`src/rtl/lbc_pkg.sv`:
```
package lbc_pkg;
  localparam int LANES  = 4;
  localparam int DATA_W = 8 * LANES;
  localparam int IDX_W  = $clog2(LANES);

  typedef enum logic [1:0] {
    ST_IDLE = 2'd0,
    ST_BEAT = 2'd1,
    ST_RESP = 2'd2
  } seq_state_t;

  // lowest set bit of a beat-need vector
  function automatic logic [IDX_W-1:0] first_set(input logic [LANES-1:0] v);
    logic [IDX_W-1:0] r;
    r = '0;
    for (int i = LANES - 1; i >= 0; i--) begin
      if (v[i]) r = IDX_W'(i);
    end
    return r;
  endfunction
endpackage

```
`src/rtl/lbc_beat_plan.sv`:
```
module lbc_beat_plan
  import lbc_pkg::*;
(
  input  logic [1:0]       width,
  input  logic             write,
  input  logic [LANES-1:0] be,
  output logic [LANES-1:0] need
);
  logic is8, is16;
  assign is8  = width[1];
  assign is16 = (width == 2'b01);

  for (genvar i = 0; i < LANES; i++) begin : g_need
    localparam bit IN32 = (i == 0);
    localparam bit IN16 = (i < 2);
    logic half_on;
    if (i < 2) begin : g_half
      assign half_on = |be[2*i +: 2];
    end else begin : g_nohalf
      assign half_on = 1'b0;
    end
    assign need[i] = is8  ? (!write || be[i]) :
                     is16 ? (IN16 && (!write || half_on)) :
                            (IN32 && (!write || (|be)));
  end
endmodule

```
`src/rtl/lbc_beat_map.sv`:
```
module lbc_beat_map
  import lbc_pkg::*;
(
  input  logic [1:0]       width,
  input  logic             big_end,
  input  logic [IDX_W-1:0] beat,
  input  logic [DATA_W-1:0] wdata,
  input  logic [LANES-1:0] be,
  output logic [DATA_W-1:0] lanes,
  output logic [LANES-1:0] en
);
  logic [IDX_W-1:0] lo_i, hi_i;
  logic [7:0] lo_b, hi_b, one_b;

  assign lo_i  = {beat[0], 1'b0};
  assign hi_i  = {beat[0], 1'b1};
  assign lo_b  = wdata[{lo_i, 3'b000} +: 8];
  assign hi_b  = wdata[{hi_i, 3'b000} +: 8];
  assign one_b = wdata[{beat, 3'b000} +: 8];

  always_comb begin
    lanes = '0;
    en    = '0;
    if (width[1]) begin
      if (big_end) lanes[31:24] = one_b;
      else         lanes[7:0]   = one_b;
      en = {2'b00, beat};
    end else if (width[0]) begin
      if (big_end) lanes[31:16] = {lo_b, hi_b};
      else         lanes[15:0]  = {hi_b, lo_b};
      en = {be[hi_i], 1'b0, beat[0], be[lo_i]};
    end else if (big_end) begin
      for (int k = 0; k < LANES; k++) begin
        lanes[8*(LANES-1-k) +: 8] = wdata[8*k +: 8];
        en[LANES-1-k]             = be[k];
      end
    end else begin
      lanes = wdata;
      en    = be;
    end
  end
endmodule

```
`src/rtl/lbc_read_pack.sv`:
```
module lbc_read_pack
  import lbc_pkg::*;
(
  input  logic              clk,
  input  logic              rst_n,
  input  logic              capture,
  input  logic [1:0]        width,
  input  logic              big_end,
  input  logic [IDX_W-1:0]  beat,
  input  logic [DATA_W-1:0] lanes,
  output logic [DATA_W-1:0] word
);
  logic [7:0] even_b, odd_b, one_b;
  logic [IDX_W-1:0] lo_i, hi_i;

  assign lo_i   = {beat[0], 1'b0};
  assign hi_i   = {beat[0], 1'b1};
  assign even_b = big_end ? lanes[31:24] : lanes[7:0];
  assign odd_b  = big_end ? lanes[23:16] : lanes[15:8];
  assign one_b  = big_end ? lanes[31:24] : lanes[7:0];

  always_ff @(posedge clk or negedge rst_n) begin
    if (!rst_n) begin
      word <= '0;
    end else if (capture) begin
      if (width[1]) begin
        word[{beat, 3'b000} +: 8] <= one_b;
      end else if (width[0]) begin
        word[{lo_i, 3'b000} +: 8] <= even_b;
        word[{hi_i, 3'b000} +: 8] <= odd_b;
      end else if (big_end) begin
        for (int k = 0; k < LANES; k++) word[8*k +: 8] <= lanes[8*(LANES-1-k) +: 8];
      end else begin
        word <= lanes;
      end
    end
  end
endmodule

```
`src/rtl/lbc_seq.sv`:
```
module lbc_seq
  import lbc_pkg::*;
#(
  parameter int ADDR_W = 26
) (
  input  logic              clk,
  input  logic              rst_n,
  input  logic              in_valid,
  input  logic              in_write,
  input  logic              in_first,
  input  logic [ADDR_W-1:0] in_addr,
  input  logic [DATA_W-1:0] in_data,
  input  logic [LANES-1:0]  in_be,
  input  logic [LANES-1:0]  need_in,
  output logic              in_ready,
  input  logic              rd_ready,
  output logic              rd_valid,
  output logic              lb_valid,
  input  logic              lb_done,
  output logic              wr_q,
  output logic [ADDR_W-1:0] addr_q,
  output logic [DATA_W-1:0] data_q,
  output logic [LANES-1:0]  be_q,
  output logic [IDX_W-1:0]  beat_q,
  output logic              capture
);
  seq_state_t       st;
  logic [LANES-1:0] need_q, later;
  logic             accept;

  assign in_ready = (st == ST_IDLE);
  assign rd_valid = (st == ST_RESP);
  assign lb_valid = (st == ST_BEAT);
  assign accept   = in_valid && in_ready;
  assign later    = need_q & (LANES'(4'b1110) << beat_q);
  assign capture  = lb_valid && lb_done && !wr_q;

  always_ff @(posedge clk or negedge rst_n) begin
    if (!rst_n) begin
      st     <= ST_IDLE;
      need_q <= '0;
      beat_q <= '0;
      wr_q   <= 1'b0;
      addr_q <= '0;
      data_q <= '0;
      be_q   <= '0;
    end else begin
      case (st)
        ST_IDLE: if (accept) begin
          wr_q   <= in_write;
          data_q <= in_data;
          be_q   <= in_be;
          addr_q <= in_first ? in_addr : addr_q + 1'b1;
          need_q <= need_in;
          beat_q <= first_set(need_in);
          if (|need_in) st <= ST_BEAT;
        end
        ST_BEAT: if (lb_done) begin
          if (|later) beat_q <= first_set(later);
          else        st     <= wr_q ? ST_IDLE : ST_RESP;
        end
        ST_RESP: if (rd_ready) st <= ST_IDLE;
        default: st <= ST_IDLE;
      endcase
    end
  end

  AST_READY_EXCL: assert property (@(posedge clk) disable iff (!rst_n)
    in_ready |-> !lb_valid && !rd_valid);
  AST_ADDR_STEP: assert property (@(posedge clk) disable iff (!rst_n)
    accept && !in_first |=> addr_q == $past(addr_q) + 1'b1);
  AST_ADDR_LOAD: assert property (@(posedge clk) disable iff (!rst_n)
    accept && in_first |=> addr_q == $past(in_addr));
  AST_RESP_HOLD: assert property (@(posedge clk) disable iff (!rst_n)
    rd_valid && !rd_ready |=> rd_valid);
endmodule

```
`src/rtl/lb_width_conv.sv`:
```
module lb_width_conv
  import lbc_pkg::*;
#(
  parameter int ADDR_W = 26
) (
  input  logic              clk,
  input  logic              rst_n,
  input  logic [1:0]        cfg_width,
  input  logic              cfg_big_end,
  input  logic              in_valid,
  output logic              in_ready,
  input  logic              in_write,
  input  logic              in_first,
  input  logic [ADDR_W-1:0] in_addr,
  input  logic [DATA_W-1:0] in_data,
  input  logic [LANES-1:0]  in_be,
  output logic              rd_valid,
  input  logic              rd_ready,
  output logic [DATA_W-1:0] rd_data,
  output logic              lb_valid,
  output logic              lb_write,
  output logic [ADDR_W-1:0] lb_addr,
  output logic [DATA_W-1:0] lb_wdata,
  output logic [LANES-1:0]  lb_en,
  input  logic [DATA_W-1:0] lb_rdata,
  input  logic              lb_done
);
  logic [LANES-1:0]  need_in, be_q;
  logic [DATA_W-1:0] data_q;
  logic [IDX_W-1:0]  beat_q;
  logic              capture;

  lbc_beat_plan i_plan (
    .width (cfg_width),
    .write (in_write),
    .be    (in_be),
    .need  (need_in)
  );

  lbc_seq #(.ADDR_W(ADDR_W)) i_seq (
    .clk      (clk),
    .rst_n    (rst_n),
    .in_valid (in_valid),
    .in_write (in_write),
    .in_first (in_first),
    .in_addr  (in_addr),
    .in_data  (in_data),
    .in_be    (in_be),
    .need_in  (need_in),
    .in_ready (in_ready),
    .rd_ready (rd_ready),
    .rd_valid (rd_valid),
    .lb_valid (lb_valid),
    .lb_done  (lb_done),
    .wr_q     (lb_write),
    .addr_q   (lb_addr),
    .data_q   (data_q),
    .be_q     (be_q),
    .beat_q   (beat_q),
    .capture  (capture)
  );

  lbc_beat_map i_map (
    .width   (cfg_width),
    .big_end (cfg_big_end),
    .beat    (beat_q),
    .wdata   (data_q),
    .be      (be_q),
    .lanes   (lb_wdata),
    .en      (lb_en)
  );

  lbc_read_pack i_pack (
    .clk     (clk),
    .rst_n   (rst_n),
    .capture (capture),
    .width   (cfg_width),
    .big_end (cfg_big_end),
    .beat    (beat_q),
    .lanes   (lb_rdata),
    .word    (rd_data)
  );

  AST_BEAT_HOLD: assert property (@(posedge clk) disable iff (!rst_n)
    lb_valid && !lb_done |=> lb_valid && $stable(lb_addr) && $stable(lb_en) && $stable(lb_wdata));
  AST_RDATA_HOLD: assert property (@(posedge clk) disable iff (!rst_n)
    rd_valid && !rd_ready |=> $stable(rd_data));
  AST_EN16_SPARE: assert property (@(posedge clk) disable iff (!rst_n)
    lb_valid && cfg_width == 2'b01 |-> !lb_en[2]);
  AST_EN8_UPPER: assert property (@(posedge clk) disable iff (!rst_n)
    lb_valid && cfg_width[1] |-> lb_en[3:2] == 2'b00);
  AST_WR16_LIVE: assert property (@(posedge clk) disable iff (!rst_n)
    lb_valid && lb_write && cfg_width == 2'b01 |-> lb_en[0] || lb_en[3]);
endmodule

```
`config.mk`:
```
export PLATFORM = sky130hd
export DESIGN_NAME = lb_width_conv
export DESIGN_NICKNAME = d
export VERILOG_FILES = /design/src/rtl/lbc_pkg.sv /design/src/rtl/lbc_beat_plan.sv /design/src/rtl/lbc_beat_map.sv /design/src/rtl/lbc_read_pack.sv /design/src/rtl/lbc_seq.sv /design/src/rtl/lb_width_conv.sv
export SDC_FILE = /design/constraint.sdc
export NUM_CORES = 1
export LEC_CHECK = 0
export ABC_AREA = 0
export BUFFER_PORTS_ARGS = -buffer_cell sky130_fd_sc_hd__buf_2
export CAP_MARGIN = 20
export CORE_ASPECT_RATIO = 0.8
export CORE_UTILIZATION = 55
export CTS_BUF_LIST = sky130_fd_sc_hd__clkbuf_2
export CTS_CLUSTER_DIAMETER = 40
export DETAILED_ROUTE_END_ITERATION = 7
export GPL_TIMING_DRIVEN = 0
export PLACE_DENSITY_LB_ADDON = 0.08
export SLEW_MARGIN = 20
export SYNTH_ARGS = -nofsm -noshare
export SYNTH_HDL_FRONTEND = slang
export SYNTH_SLANG_ARGS = --single-unit
export TNS_END_PERCENT = 10
```
`constraint.sdc`:
```
create_clock -name clk -period 6.1 [get_ports clk]
set_input_delay 0.305 -clock clk [delete_from_list [all_inputs] [get_ports clk]]
set_output_delay 0.305 -clock clk [all_outputs]
set_load 0.02 [all_outputs]
```
* Word-level counts from Yosys, hierarchy flattened *
Index checks and enable logic that the tools add are counted.

storage, ports and cells
  register bits after elaboration = 103
  latch bits = 0
  memory bits (writable) = 0
  bits in read-only memories = 0
  output and inout port bits = 98
  word-level logic and storage cells = 106
  memories = 0

operators by class
  add/subtract/negate cells = 4
  multiply operators = 0
  divide/modulo/power cells = 0
  $lt $le $gt $ge = 2
  eq/ne operators = 9
  shifts and indexed selects = 10
  mux-type cells = 50
  bitwise logic cells = 1
  reduce and logical (&&, ||, !) cells = 22

operator list
  cell                      number
  $mux W32                  5
  $bwmux W32                3
  $shift A8 B7 Y32 const A  3
  $shiftx A32 B6 Y8         3
  $shiftx A8 B7 Y32         3
  $mux W16                  3
  $mux W8                   6
  $mux W2                   17
  $add A26 B1 Y26 const B   1
  $mux W26                  1
  $neg A5 Y7                3
  $mux W4                   3
  $reduce_or A4 Y1          3
  $mux W1                   10
  $ne A2 B2 Y1 const B      5
  $logic_or A1 B1 Y1        7
  $lt A2 B3 Y1 const B      2
  $pmux W2 S3               1
  $reduce_and A5 Y1         1
  $and A4 B4 Y4             1
  $eq A2 B1 Y1 const B      2
  $pmux W2 S2               1
  $reduce_and A4 Y1         1
  $reduce_or A2 Y1          2
  8 further kinds           11

* Longest topological paths before layout *
Gate-level depths: netlist of the first run.

  depth after elaboration = 9
  mapped depth = 9

* Cells and area by module *
From an unflattened synthesis of the first run, not the netlist that was laid out.

unflattened totals
  cells, all modules = 781
  area, all modules = 7123.1 um^2

modules (own cells, without submodules)
  module         times used  cells each  area each (um^2)  seq. area each (um^2)
  lbc_seq        1           423         3572.2            1751.7
  lbc_read_pack  1           178         2083.2            800.8
  lbc_beat_map   1           168         1383.8            0.0
  lbc_beat_plan  1           12          83.8              0.0

* Worst setup path before layout of the first run *
Ideal clock, no wire load.

  kind = reg-to-reg
  from = register i_seq.beat_q[1]
  to = register i_pack.word[24]
  setup time = 0.065 ns
  arrival time = 2.047 ns
  required time = 6.035 ns
  path slack = 3.988 ns
  cell stages (with the launch flop) = 8
  path buffers = 1
  period minus slack after synthesis = 2.112 ns
  path through = dfrtp_1 > clkbuf_1 > inv_1 > ha_1 > nor2b_1 > nand4b_1 > o221ai_1 > mux2_2

on the way
  cells in the longest elaborated chain, start to end = 4
  elaborated cells between the ends (all ways) = 5

ends and longest elaborated chain
  what                                                   RTL line             source
  from (decl)                                            lbc_seq.sv:24        output logic [IDX_W-1:0] beat_q,
  from (signal assigned)                                 lbc_seq.sv:55        beat_q <= first_set(need_in);
  from (signal assigned)                                 lbc_seq.sv:59        if (|later) beat_q <= first_set(later);
  $neg A5 Y7 *                                           lbc_read_pack.sv:27  word[{beat, 3'b000} +: 8] <= one_b;
  $shiftx A8 B7 Y32 or $shift A8 B7 Y32 (tied branches)  lbc_read_pack.sv:27
  $bwmux W32 *                                           lbc_read_pack.sv:27
  $mux W32 *                                             lbc_read_pack.sv:26  if (width[1]) begin
  to (signal, indexed assignment)                        lbc_read_pack.sv:27
  to (signal, indexed assignment)                        lbc_read_pack.sv:29  word[{lo_i, 3'b000} +: 8] <= even_b;
  to (signal assigned)                                   lbc_read_pack.sv:34  word <= lanes;
  to (decl)                                              lbc_read_pack.sv:11  output logic [DATA_W-1:0] word

Mark *: on every way between the ends. The rest lies on a longest branch, timed or not.
A chain may end at the register's enable or synchronous reset.

* Final worst setup path of the first run *
  from = register i_seq.beat_q[1]
  to = output lb_wdata[27]

on the way
  cells in the longest elaborated chain, start to end = 3

ends and longest elaborated chain
  what               RTL line             source
  $shiftx A32 B6 Y8  lbc_beat_map.sv:19   assign one_b = wdata[{beat, 3'b000} +: 8];
  $mux W8            lbc_beat_map.sv:25   if (big_end) lanes[31:24] = one_b;
  $mux W8            lbc_beat_map.sv:24   if (width[1]) begin
  to (decl)          lb_width_conv.sv:23  output logic [DATA_W-1:0] lb_wdata,

No other way between the ends.

==> reports/qor_table.md, run 1 <==
| Parameter | This run | Unit |
|:---|:---|:---|
| Total setup violations reported at the end of the flow | 0 | - |
| Post-synth EDFFs | 0 | - |
| Largest net degree at the start of global routing | 73 | - |
| Number of buffers inserted to repair setup after CTS | 0 | - |
| Cts bufs inserted | 9 | - |
| Number of H-tree branching levels | 3 | - |
| TritonCTS Sinks | 102 | - |
| Async SR Flop Fraction | 100 | % |
| Detailed-route wire length | 22600 | um |
| Largest buffer count on any clock path | 2 | - |
| Die height | 102 | um |
| DIE AREA | 12800 | sq um |
| Average routed wire per standard cell | 18.9 | um |
| TritonCTS clock tree | done | - |
| Portion of the post-synthesis area used by sequential elements | 37.5 | % |
| Arrival @ worst endpoint | 2.78 | ns |
| Max-capacitance violation count | 0 | - |
| Type of the worst min-delay path | input pin to register | - |
| Area Growth Syn to Fin | 27.6 | % |
| Total Negative Setup Slacks | 0 | ns |
| Startpoint Class | register | - |
| Horiz. Die Dim | 126 | um |
| Via count of the first global-routing pass | 6852 | - |
| Global placer's final weighted congestion | 0.943 | - |
| Layout cell share with drive strength beyond 1 | 26.6 | % |
| Post-Syn Nets | 884 | - |
| Leak Pwr | 4.22 | nW |
| First-pass GRT wire length | 35700 | um |
| Post-placement worst setup slack | 3.44 | ns |
| Unrepaired setup endpoints after global routing | false | - |
| Data required, critical path | 5.79 | ns |
| Synth unique cells | 63 | - |
| Remaining global-route overflow | 0 | - |
| Total power of the final layout | 3.73 | mW |
| Total core area | 11800 | sq um |
| PnR worst setup slack | 3.01 | ns |
| Number of placed instances, taps included | 1123 | - |
| Hold Vio Cnt, Final | 0 | - |
| Most frequent standard cell in the layout excluding fill and tap cells | buf_2 | - |
| Highest-count cells in the layout ignoring fill and taps | buf_2 (212), nand2_1 (147), dfrtp_1 (102) | - |
| Number of non-filler instances in the completed layout | 1197 | - |
| Count of vias placed by the detailed router | 7440 | - |
| Critical path endpoint category | primary output | - |
| Maximum resistive drop on vdd | 220 | uV |
| Detail-routed via count per cell | 6.22 | - |
| Final Critical Period | 3.09 | ns |
| Initial standard-cell utilization of the core | 57.8 | % |
| Rel. slew slack | 47.4 | % |
| Layout fillers | 924 | - |
| Number of remaining DRC errors | 0 | - |
| Warnings from Yosys | 0 | - |
| Ports | 202 | - |
| Clock Skew | 0.0319 | ns |
| Predominant post-synthesis flop cell | dfrtp_1 | - |
| Core utilization of the finished layout | 73.8 | % |
| Max-slew violation count | 0 | - |
| ANT nets after route | 0 | - |
| Power density over cell area | 429 | nW/um^2 |
| Initial detailed-routing violation count | 889 | - |
| Number of antenna violations at the first check in global routing | 0 | - |
| All-layer global routing usage | 36.0 | % |
| Clk Latency, worst-skew pair | 0.64 | ns |
| Synth Cell Area | 6810 | sq um |
| Worst Path Class, Setup | register to primary output | - |
| Number of buffers inserted by port buffering | 199 | - |
| Largest fanout on the critical path | 10 | - |
| Sum of net half-perimeters after detailed placement | 16100 | um |
| Synthesized area per cell | 8.79 | sq um |
| Max Freq | 0.324 | GHz |
| Number of storage elements in the synthesis netlist | 102 | - |
| Root Driver | clkbuf_2 | - |
| Gate count of the mapped netlist | 775 | - |
| Slew at the pin closest to its max-slew limit | 0.789 | ns |
| Run status | finished clean | - |
| Row cnt | 35 | - |
| Share of the clock period used by the worst path | 50.6 | % |
| Worst-path clk slew | 0.32 | ns |
| Final Net Count | 1152 | - |
| First-pass DRT Iterations | 5 | - |
==> kinds of logic after synthesis <==
group	after synthesis	synth area share, %
AOI/OAI and AO/OA	191	19.2
adders and majority gates	5	0.918
buffers and inverters	70	4.11
DFF	102	37.5
muxes	110	18.3
and+or+nand+nor	297	20.1
==> synthesized netlist by cell type, types with 2 or more instances <==
cell type	n	area share (%)
o311ai_0	2	0.26
o2bb2ai_1	3	0.39
nand2b_1	5	0.46
o21ai_0	34	2.5
nor4_1	7	0.64
inv_1	7	0.39
o211ai_1	3	0.33
and2b_1	3	0.33
or2_2	2	0.18
mux4_2	8	2.6
nor3_1	12	0.88
and2_1	5	0.46
nand2_1	147	8.1
o22ai_1	20	1.8
a211oi_1	13	1.4
o22a_1	16	2.1
a22oi_1	2	0.22
or3_1	8	0.73
dfrtp_1	102	37
ha_1	5	0.92
a22o_1	8	1.0
and4_1	6	0.77
a21oi_2	2	0.26
a41oi_1	3	0.39
a2bb2oi_1	2	0.26
nand3_1	16	1.2
nor3b_1	2	0.22
o221ai_1	8	1.0
mux2i_1	67	9.8
nand4b_1	2	0.26
and3_1	11	1.0
nor2b_1	3	0.28
buf_1	7	0.39
buf_2	14	1.0
clkinv_1	3	0.17
a31oi_1	3	0.28
mux2_2	35	5.8
nand4_1	6	0.55
clkbuf_1	38	2.1
nor2_1	55	3.0
o31ai_1	10	1.1
a21oi_1	41	3.0
a311oi_1	9	1.2
==> metal layers <==
layer	vias to the layer above	wire (um)	global-route usage, %
met5	-	0	0
met4	0	503	10.9
met3	51	2250	7.24
met2	496	10200	55.8
met1	3504	9720	51.3
li1	3389	-	-
==> final cells by class <==
class / instances / area (sq um) / area share [%]
multi-input combinational: 603 / 3980 / 45.8
tap: 148 / 185 / 2.13
antenna: 1 / 2.50 / 0.0288
clock inverter: 7 / 48.8 / 0.561
inverter: 11 / 41.3 / 0.475
buffer: 59 / 239 / 2.75
clock buffer: 9 / 45.0 / 0.518
sequential: 102 / 2550 / 29.4
timing repair buffer: 257 / 1600 / 18.4
==> stage by stage <==
stage / instance area [sq um] / hold slack (ns)
CTS: 8690 / 0.000714
finish: 8690 / 0.00431
floorplan: 6810 / 0.00941
global route: 8690 / 0.00432
detailed placement: 8030 / 0.205
global placement: 7990 / 0.458
==> registers in the layout (all words and copies together), names as in the netlist <==
register and flops:
i_seq.data_q 32, i_seq.need_q 3, i_seq.wr_q 1, i_seq.st 2
i_seq.be_q 4, i_seq.beat_q 2, i_pack.word 32, i_seq.addr_q 26
==> timing repair <==
action / 4_1_cts / 5_1_grt
hold buffers: 57 / 0
resized for setup: 0 / 0
hold endpoints to repair: 159 / 0
endpoints found under the setup margin: 0 / 0
==> where the power goes <==
group | internal [mW] | switching, mW | total, mW
clock network | 0.0559 | 0.248 | 0.304
logic | 0.834 | 1.23 | 2.06
registers | 0.987 | 0.380 | 1.37
==> critical path, cell delays in order (launching register included) <==
cell and delay (ns):
dfrtp_1 0.46, clkbuf_1 0.62, mux4_2 0.61, a21oi_1 0.16
a21oi_1 0.11, buf_2 0.21
==> final timing paths <==
check                                             from                      endpoint  slack, ns  depth (start not counted)
max                        i_seq.beat_q[1]$_DFFE_PN0P_                  lb_wdata[27]       3.01                          5
min reg2reg                 i_pack.word[2]$_DFFE_PN0P_    i_pack.word[2]$_DFFE_PN0P_       0.51                          2
min in group asynchronous                        rst_n  i_seq.addr_q[13]$_DFFE_PN0P_       0.05                          2
max reg2reg                i_seq.beat_q[1]$_DFFE_PN0P_   i_pack.word[28]$_DFFE_PN0P_       3.37                          7
min                                        in_addr[25]  i_seq.addr_q[25]$_DFFE_PN0P_      0.004                          4
max in group asynchronous                        rst_n   i_seq.data_q[8]$_DFFE_PN0P_       5.35                          3
Power figures use the tool's default switching activity.
==> run 2, diff against run 1 <==
--- a/config.mk
+++ b/config.mk
@@ -9,7 +9,7 @@
 export BUFFER_PORTS_ARGS = -buffer_cell sky130_fd_sc_hd__buf_2
 export CAP_MARGIN = 20
 export CORE_ASPECT_RATIO = 0.8
-export CORE_UTILIZATION = 55
+export CORE_UTILIZATION = 49
 export CTS_BUF_LIST = sky130_fd_sc_hd__clkbuf_2
 export CTS_CLUSTER_DIAMETER = 40
 export DETAILED_ROUTE_END_ITERATION = 7
==> constraint.sdc (replaced) <==
create_clock -name clk -period 2.53 [get_ports clk]
set_input_delay 0.1265 -clock clk [delete_from_list [all_inputs] [get_ports clk]]
set_output_delay 0.1265 -clock clk [all_outputs]
set_load 0.02 [all_outputs]
==> reports/qor_table.md, run 2 (synthesis results as in run 1) <==
| Parameter | This run | Unit | Delta |
|:---|:---|:---|:---|
| Run status | finished clean | - | unchanged |
| Critical path endpoint category | primary output | - | unchanged |
| Core utilization of the finished layout | 69.7 | % | was 73.8% |
| Maximum resistive drop on vdd | 521 | uV | was 220 uV |
| Initial standard-cell utilization of the core | 50.3 | % | was 57.8% |
| First-pass GRT wire length | 38400 | um | was 35700 um |
| Number of H-tree branching levels | 3 | - | unchanged |
| Type of the worst min-delay path | input pin to register | - | unchanged |
| Detailed-route wire length | 24800 | um | was 22600 um |
| Detail-routed via count per cell | 5.99 | - | was 6.22 |
| Max-capacitance violation count | 0 | - | unchanged |
| Number of buffers inserted by port buffering | 199 | - | unchanged |
| Number of remaining DRC errors | 0 | - | unchanged |
| Startpoint Class | register | - | unchanged |
| Count of vias placed by the detailed router | 7749 | - | was 7440 |
| Horiz. Die Dim | 134 | um | was 126 um |
| TritonCTS Sinks | 102 | - | unchanged |
| Top metal layer carrying routed signals | met4 | - | unchanged |
| Hold Vio Cnt, Final | 0 | - | unchanged |
| Max-slew violation count | 0 | - | unchanged |
| Layout fillers | 1154 | - | was 924 |
| Length of routed met3 wiring | 2260 | um | was 2250 um |
| All-layer global routing usage | 34.5 | % | was 36.0% |
| Die height | 107 | um | was 102 um |
| Total core area | 13600 | sq um | was 11800 sq um |
| Final Critical Period | 2.48 | ns |  |
| Average routed wire per standard cell | 19.2 | um | was 18.9 um |
| Metal1 wirelength | 10800 | um | was 9720 um |
| Highest-count cells in the layout ignoring fill and taps | buf_2 (212), nand2_1 (147), dlygate4sd3_1 (116) | - | was buf_2 (212), nand2_1 (147), dfrtp_1 (102) |
| Footprint of the flip-flops and latches | 2550 | sq um | unchanged |
| Total power of the final layout | 9.40 | mW | was 3.73 mW |
| Number of antenna violations at the first check in global routing | 1 | - | was 0 |
| Number of placed instances, taps included | 1155 | - | was 1123 |
| Largest fanout on the critical path | 5 | - | was 10 |
| Remaining global-route overflow | 0 | - | unchanged |
| Worst-path clk slew | 0.34 | ns | was 0.32 ns |
| Number of non-filler instances in the completed layout | 1294 | - | was 1197 |
| Layout cell share with drive strength beyond 1 | 26.6 | % | about the same |
| ANT nets after route | 0 | - | unchanged |
| Root Driver | clkbuf_2 | - | unchanged |
| Slew at the pin closest to its max-slew limit | 0.829 | ns | was 0.789 ns |
| Data required, critical path | 2.40 | ns | was 5.79 ns |
| Final Net Count | 1218 | - | was 1152 |
| DIE AREA | 14400 | sq um | was 12800 sq um |
| Initial detailed-routing violation count | 718 | - | was 889 |
| Most frequent standard cell in the layout excluding fill and tap cells | buf_2 | - | unchanged |
| Unrepaired setup endpoints after global routing | true | - | was false |
| Row cnt | 38 | - | was 35 |
| Worst hold slack across all endpoints | 0.0471 | ns | was 0.00431 ns |
| TritonCTS clock tree | done | - | unchanged |
| Max Freq | 0.403 | GHz |  |
| Worst Path Class, Setup | register to primary output | - | unchanged |
| Rel. slew slack | 44.3 | % | was 47.4% |
| Clk Latency, worst-skew pair | 0.65 | ns | was 0.64 ns |
| Total setup violations reported at the end of the flow | 0 | - | unchanged |
| Amount of wire on met2 after detailed routing | 11100 | um | was 10200 um |
| Area Growth Syn to Fin | 38.7 | % | was 27.6% |
| Largest registers ranked by flip-flop count | i_pack.word (32), i_seq.data_q (32), i_seq.addr_q (26) | - | unchanged |
| Clock Skew | 0.0392 | ns | was 0.0319 ns |
| Number of diodes added for antenna fixing | 0 | - | was 1 |
| Power density over cell area | 995 | nW/um^2 | was 429 nW/um^2 |
| Ports | 202 | - | unchanged |
| Arrival @ worst endpoint | 2.36 | ns | was 2.78 ns |
| Sum of net half-perimeters after detailed placement | 16600 | um | was 16100 um |
| Largest buffer count on any clock path | 2 | - | unchanged |
| First-pass DRT Iterations | 5 | - | unchanged |
| Global placer's final weighted congestion | 0.956 | - | was 0.943 |
| Via count of the first global-routing pass | 7384 | - | was 6852 |
| Largest net degree at the start of global routing | 78 | - | was 73 |
| Area of combinational cells with multiple inputs | 4000 | sq um | was 3980 sq um |
| Cts bufs inserted | 9 | - | unchanged |
| Share of the clock period used by the worst path | 98.2 | % |  |
| Leak Pwr | 4.54 | nW | was 4.22 nW |
[run 2: cell type report]
cell class,count,area share [%]
multi-input cells,603,42.3
flip-flops and latches,102,27.0
repair buffers,323,23.9
plain buffers,59,2.79
well taps,180,2.38
clock inverters,7,0.636
clock buffers,9,0.477
inverters,11,0.450
[run 2: stage by stage]
step | cell area [sq um] | setup TNS, ns | worst slack, ns
final | 9450 | 0 | 0.0456
after global routing | 9450 | -0.0315 | -0.0213
after CTS | 9370 | -0.00147 | -0.00147
after detailed placement | 8070 | -3.08 | -0.254
after global placement | 8030 | -3.10 | -0.254
after floorplan | 6810 | 0 | 0.418
[run 2: power breakdown]
part / internal, mW / leakage, nW / switching, mW / total, mW
sequential: 2.38 / 1.27 / 0.977 / 3.36
combinational: 2.19 / 3.20 / 3.04 / 5.23
clock: 0.158 / 0.0700 / 0.657 / 0.815
[run 2: critical path, stage by stage, from the launching register on]
cell and delay, ns:
dfrtp_1 0.49, buf_6 0.15, buf_6 0.10, mux4_2 0.50, mux2i_2 0.18, o21ai_1 0.12, buf_4 0.18
[run 2: layer usage]
layer / vias to the layer above / GRT usage (%)
met5: - / 0
met4: 0 / 12.0
met3: 70 / 6.59
met2: 453 / 53.5
met1: 3690 / 48.0
li1: 3536 / -
[run 2: timing repair]
action	4_1_cts	5_1_grt
endpoints found under the hold margin	202	0
hold buffers	117	0
endpoints found under the setup margin	67	21
pin swaps	0	2
buffers inserted	0	4
gates resized for setup	9	13
cloned	0	2
[run 2: final timing paths]
kind	to	depth (start not counted)	from	slack (ns)
worst max-delay path	lb_wdata[7]	6	i_seq.beat_q[0]$_DFFE_PN0P_	0.05
worst min-delay path	i_pack.word[27]$_DFFE_PN0P_	5	lb_rdata[27]	0.05
worst max register to register	i_pack.word[11]$_DFFE_PN0P_	7	i_seq.beat_q[0]$_DFFE_PN0P_	0.16
worst min register to register	i_pack.word[0]$_DFFE_PN0P_	2	i_pack.word[0]$_DFFE_PN0P_	0.52
max in group asynchronous	i_seq.addr_q[16]$_DFFE_PN0P_	4	rst_n	1.65
min in group asynchronous	i_pack.word[25]$_DFFE_PN0P_	4	rst_n	0.45
==> run 3, diff against run 2 <==
--- a/config.mk
+++ b/config.mk
@@ -9,6 +9,7 @@
 export BUFFER_PORTS_ARGS = -buffer_cell sky130_fd_sc_hd__buf_2
 export CAP_MARGIN = 20
 export CORE_ASPECT_RATIO = 0.8
+export CORE_MARGIN = 3
 export CORE_UTILIZATION = 49
 export CTS_BUF_LIST = sky130_fd_sc_hd__clkbuf_2
 export CTS_CLUSTER_DIAMETER = 40
==> reports/qor_table.md, run 3 (synthesis results as in run 1) <==
| Parameter | This run | Unit | Delta |
|:---|:---|:---|:---|
| Run status | finished clean | - | unchanged |
| Startpoint Class | register | - | unchanged |
| Highest-count cells in the layout ignoring fill and taps | buf_2 (207), nand2_1 (147), dlygate4sd3_1 (102), dfrtp_1 (102), mux2i_1 (66) | - | was buf_2 (212), nand2_1 (147), dlygate4sd3_1 (116) |
| R2r worst-path depth | 6 | - | was 7 |
| TritonCTS Sinks | 102 | - | unchanged |
| Data required, critical path | 2.40 | ns | about the same |
| Start of the worst register-to-register path | i_seq.addr_q[0]$_DFFE_PN0P_ | - | was i_seq.beat_q[0]$_DFFE_PN0P_ |
| Cts bufs inserted | 9 | - | unchanged |
| Clk network pwr share | 9.9 | % | was 8.7% |
| Arrival @ worst endpoint | 2.30 | ns | was 2.36 ns |
| Sum of net half-perimeters after detailed placement | 16900 | um | was 16600 um |
| PnR worst setup slack | 0.101 | ns | was 0.0456 ns |
| Rel. slew slack | 52.4 | % | was 44.3% |
| Largest net degree at the start of global routing | 57 | - | was 78 |
| Count of vias placed by the detailed router | 7580 | - | was 7749 |
| Leak Pwr | 4.50 | nW | was 4.54 nW |
| Total internal power | 4.94 | mW | was 4.73 mW |
| R2R Path End | i_seq.addr_q[24]$_DFFE_PN0P_ | - | was i_pack.word[11]$_DFFE_PN0P_ |
| Number of buffers inserted by port buffering | 199 | - | unchanged |
| Most frequent standard cell in the layout excluding fill and tap cells | buf_2 | - | unchanged |
| Total core area | 13200 | sq um | was 13600 sq um |
| Worst-path clk slew | 0.30 | ns | was 0.34 ns |
| Number of H-tree branching levels | 3 | - | unchanged |
| Initial detailed-routing violation count | 905 | - | was 718 |
| Combinational fraction of design power | 55.6 | % | about the same |
| Global placer's final weighted congestion | 0.957 | - | was 0.956 |
| Horiz. Die Dim | 138 | um | was 134 um |
| Area Growth Syn to Fin | 37.6 | % | was 38.7% |
| Hold Vio Cnt, Final | 0 | - | unchanged |
| ANT nets after route | 0 | - | unchanged |
| Die height | 111 | um | was 107 um |
| Crit path from | i_seq.beat_q[0]$_DFFE_PN0P_ | - | unchanged |
| Maximum resistive drop on vdd | 572 | uV | was 521 uV |
| Largest registers ranked by flip-flop count | i_pack.word (32), i_seq.data_q (32), i_seq.addr_q (26) | - | unchanged |
| Max-slew violation count | 0 | - | unchanged |
| Via count of the first global-routing pass | 7205 | - | was 7384 |
| TritonCTS clock tree | done | - | unchanged |
| Switching share of power | 48.0 | % | was 49.7% |
| Layout cell share with drive strength beyond 1 | 27.2 | % | was 26.6% |
| Final Critical Period | 2.43 | ns | was 2.48 ns |
| Number of remaining DRC errors | 0 | - | unchanged |
| Detail-routed via count per cell | 5.95 | - | was 5.99 |
| Number of placed instances, taps included | 1150 | - | was 1155 |
| Final Net Count | 1204 | - | was 1218 |
| Clk Latency, worst-skew pair | 0.61 | ns | was 0.65 ns |
| Worst Path Class, Setup | register to primary output | - | unchanged |
| DIE AREA | 15400 | sq um | was 14400 sq um |
| Clock Skew | 0.0307 | ns | was 0.0392 ns |
| Root Driver | clkbuf_2 | - | unchanged |
| Ports | 202 | - | unchanged |
| Remaining global-route overflow | 0 | - | unchanged |
| Share of the clock period used by the worst path | 96.0 | % | was 98.2% |
| Max Freq | 0.412 | GHz | was 0.403 GHz |
| Number of diodes added for antenna fixing | 0 | - | unchanged |
| Total setup violations reported at the end of the flow | 0 | - | unchanged |
| Slew at the pin closest to its max-slew limit | 0.715 | ns | was 0.829 ns |
| Switch Pwr | 4.56 | mW | was 4.67 mW |
| Largest buffer count on any clock path | 2 | - | unchanged |
| Detailed-route wire length | 24400 | um | was 24800 um |
| Row cnt | 37 | - | was 38 |
| Max-capacitance violation count | 0 | - | unchanged |
| Setup crit end | lb_wdata[31] | - | was lb_wdata[7] |
| Unrepaired setup endpoints after global routing | true | - | unchanged |
| Power density over cell area | 1010 | nW/um^2 | was 995 nW/um^2 |
| Number of antenna violations at the first check in global routing | 1 | - | unchanged |
| Initial standard-cell utilization of the core | 51.5 | % | was 50.3% |
| Relative contribution of sequential cells to total power | 34.5 | % | was 35.7% |
| Average routed wire per standard cell | 19.2 | um | about the same |
| Post-placement worst setup slack | -0.121 | ns | was -0.254 ns |
| Critical path endpoint category | primary output | - | unchanged |
| All-layer global routing usage | 31.2 | % | was 34.5% |
| First-pass GRT wire length | 38100 | um | was 38400 um |
| Total power of the final layout | 9.50 | mW | was 9.40 mW |
| Reg-to-reg slack, setup | 0.21 | ns | was 0.16 ns |
| Largest fanout on the critical path | 7 | - | was 5 |
| Number of non-filler instances in the completed layout | 1275 | - | was 1294 |
| Core utilization of the finished layout | 70.8 | % | was 69.7% |
| Type of the worst min-delay path | input pin to register | - | unchanged |
| First-pass DRT Iterations | 6 | - | was 5 |
## run 3: changes by cell type in the layout (fill, tap and decap cells not counted), sizes merged
cell / change
dlygate4sd3: -14
inv: -3
bufinv: +2
clkinvlp: +2
buf: +1
clkbuf: -1
clkinv: -1
## run 3: worst min-delay path by stage
stage	start	endpoint	slack, ns	cells after the start
6_report	lb_rdata[24]	i_pack.word[24]$_DFFE_PN0P_	0.02	5
5_1_grt	lb_rdata[18]	i_pack.word[18]$_DFFE_PN0P_	0.004	4
4_1_cts	lb_rdata[24]	i_pack.word[24]$_DFFE_PN0P_	0.0004	5
3_5_place_dp	rst_n	i_seq.addr_q[3]$_DFFE_PN0P_	0.14	1
3_3_place_gp	in_data[24]	i_seq.data_q[24]$_DFFE_PN0P_	0.32	3
2_1_floorplan	rst_n	i_pack.word[0]$_DFFE_PN0P_	-0.17	0
## run 3: final cells by class
type | count | area (sq um)
plain buffers | 59 | 273
clock buffers | 9 | 45.0
clock inverters | 7 | 104
fillers | 1086 | 3870
inverters | 11 | 42.5
multi-input cells | 603 | 4020
flip-flops and latches | 102 | 2550
well taps | 175 | 219
repair buffers | 309 | 2120
## run 3: timing repair
| item | CTS | global route |
|---|---|---|
| cloned | 0 | 0 |
| hold buffers | 101 | 1 |
| setup endpoints to repair | 67 | 24 |
| setup buffers | 0 | 7 |
| pin swaps | 0 | 7 |
| gates resized for setup | 10 | 22 |
| endpoints found under the hold margin | 191 | 1 |
## run 3: power groups by stage
stage               Combinational [mW]  Clock [mW]  Sequential, mW
detailed placement                4.88           0            3.28
floorplan                         2.89           0            3.57
global placement                  4.82           0            3.26
finish                            5.28       0.944            3.28
CTS                               5.06       0.969            3.24
global route                      5.76        1.03            3.40
## run 3: critical path, cell delays in order, from the launching register on
cell	delay, ns
dfrtp_1	0.47
buf_6	0.15
and2_1	0.14
buf_6	0.13
mux2_2	0.36
mux2i_4	0.17
o21ai_2	0.09
buf_4	0.18
## run 3: metrics by stage
step / area [sq um] / hold WS, ns / setup TNS, ns
finish: 9370 / 0.0243 / 0
global route: 9370 / 0.00440 / -0.0337
CTS: 9240 / 0.000367 / -0.00461
detailed placement: 8060 / 0.139 / -1.80
global placement: 8030 / 0.317 / -0.871
floorplan: 6810 / -0.169 / 0
## run 3: per-layer routing
layer,share of wire [%],vias up,global-route usage [%]
met5,0.053,-,0
met4,2.0,2,7.83
met3,9.9,53,5.78
met2,44,447,47.6
met1,44,3585,46.0
li1,-,3493,-
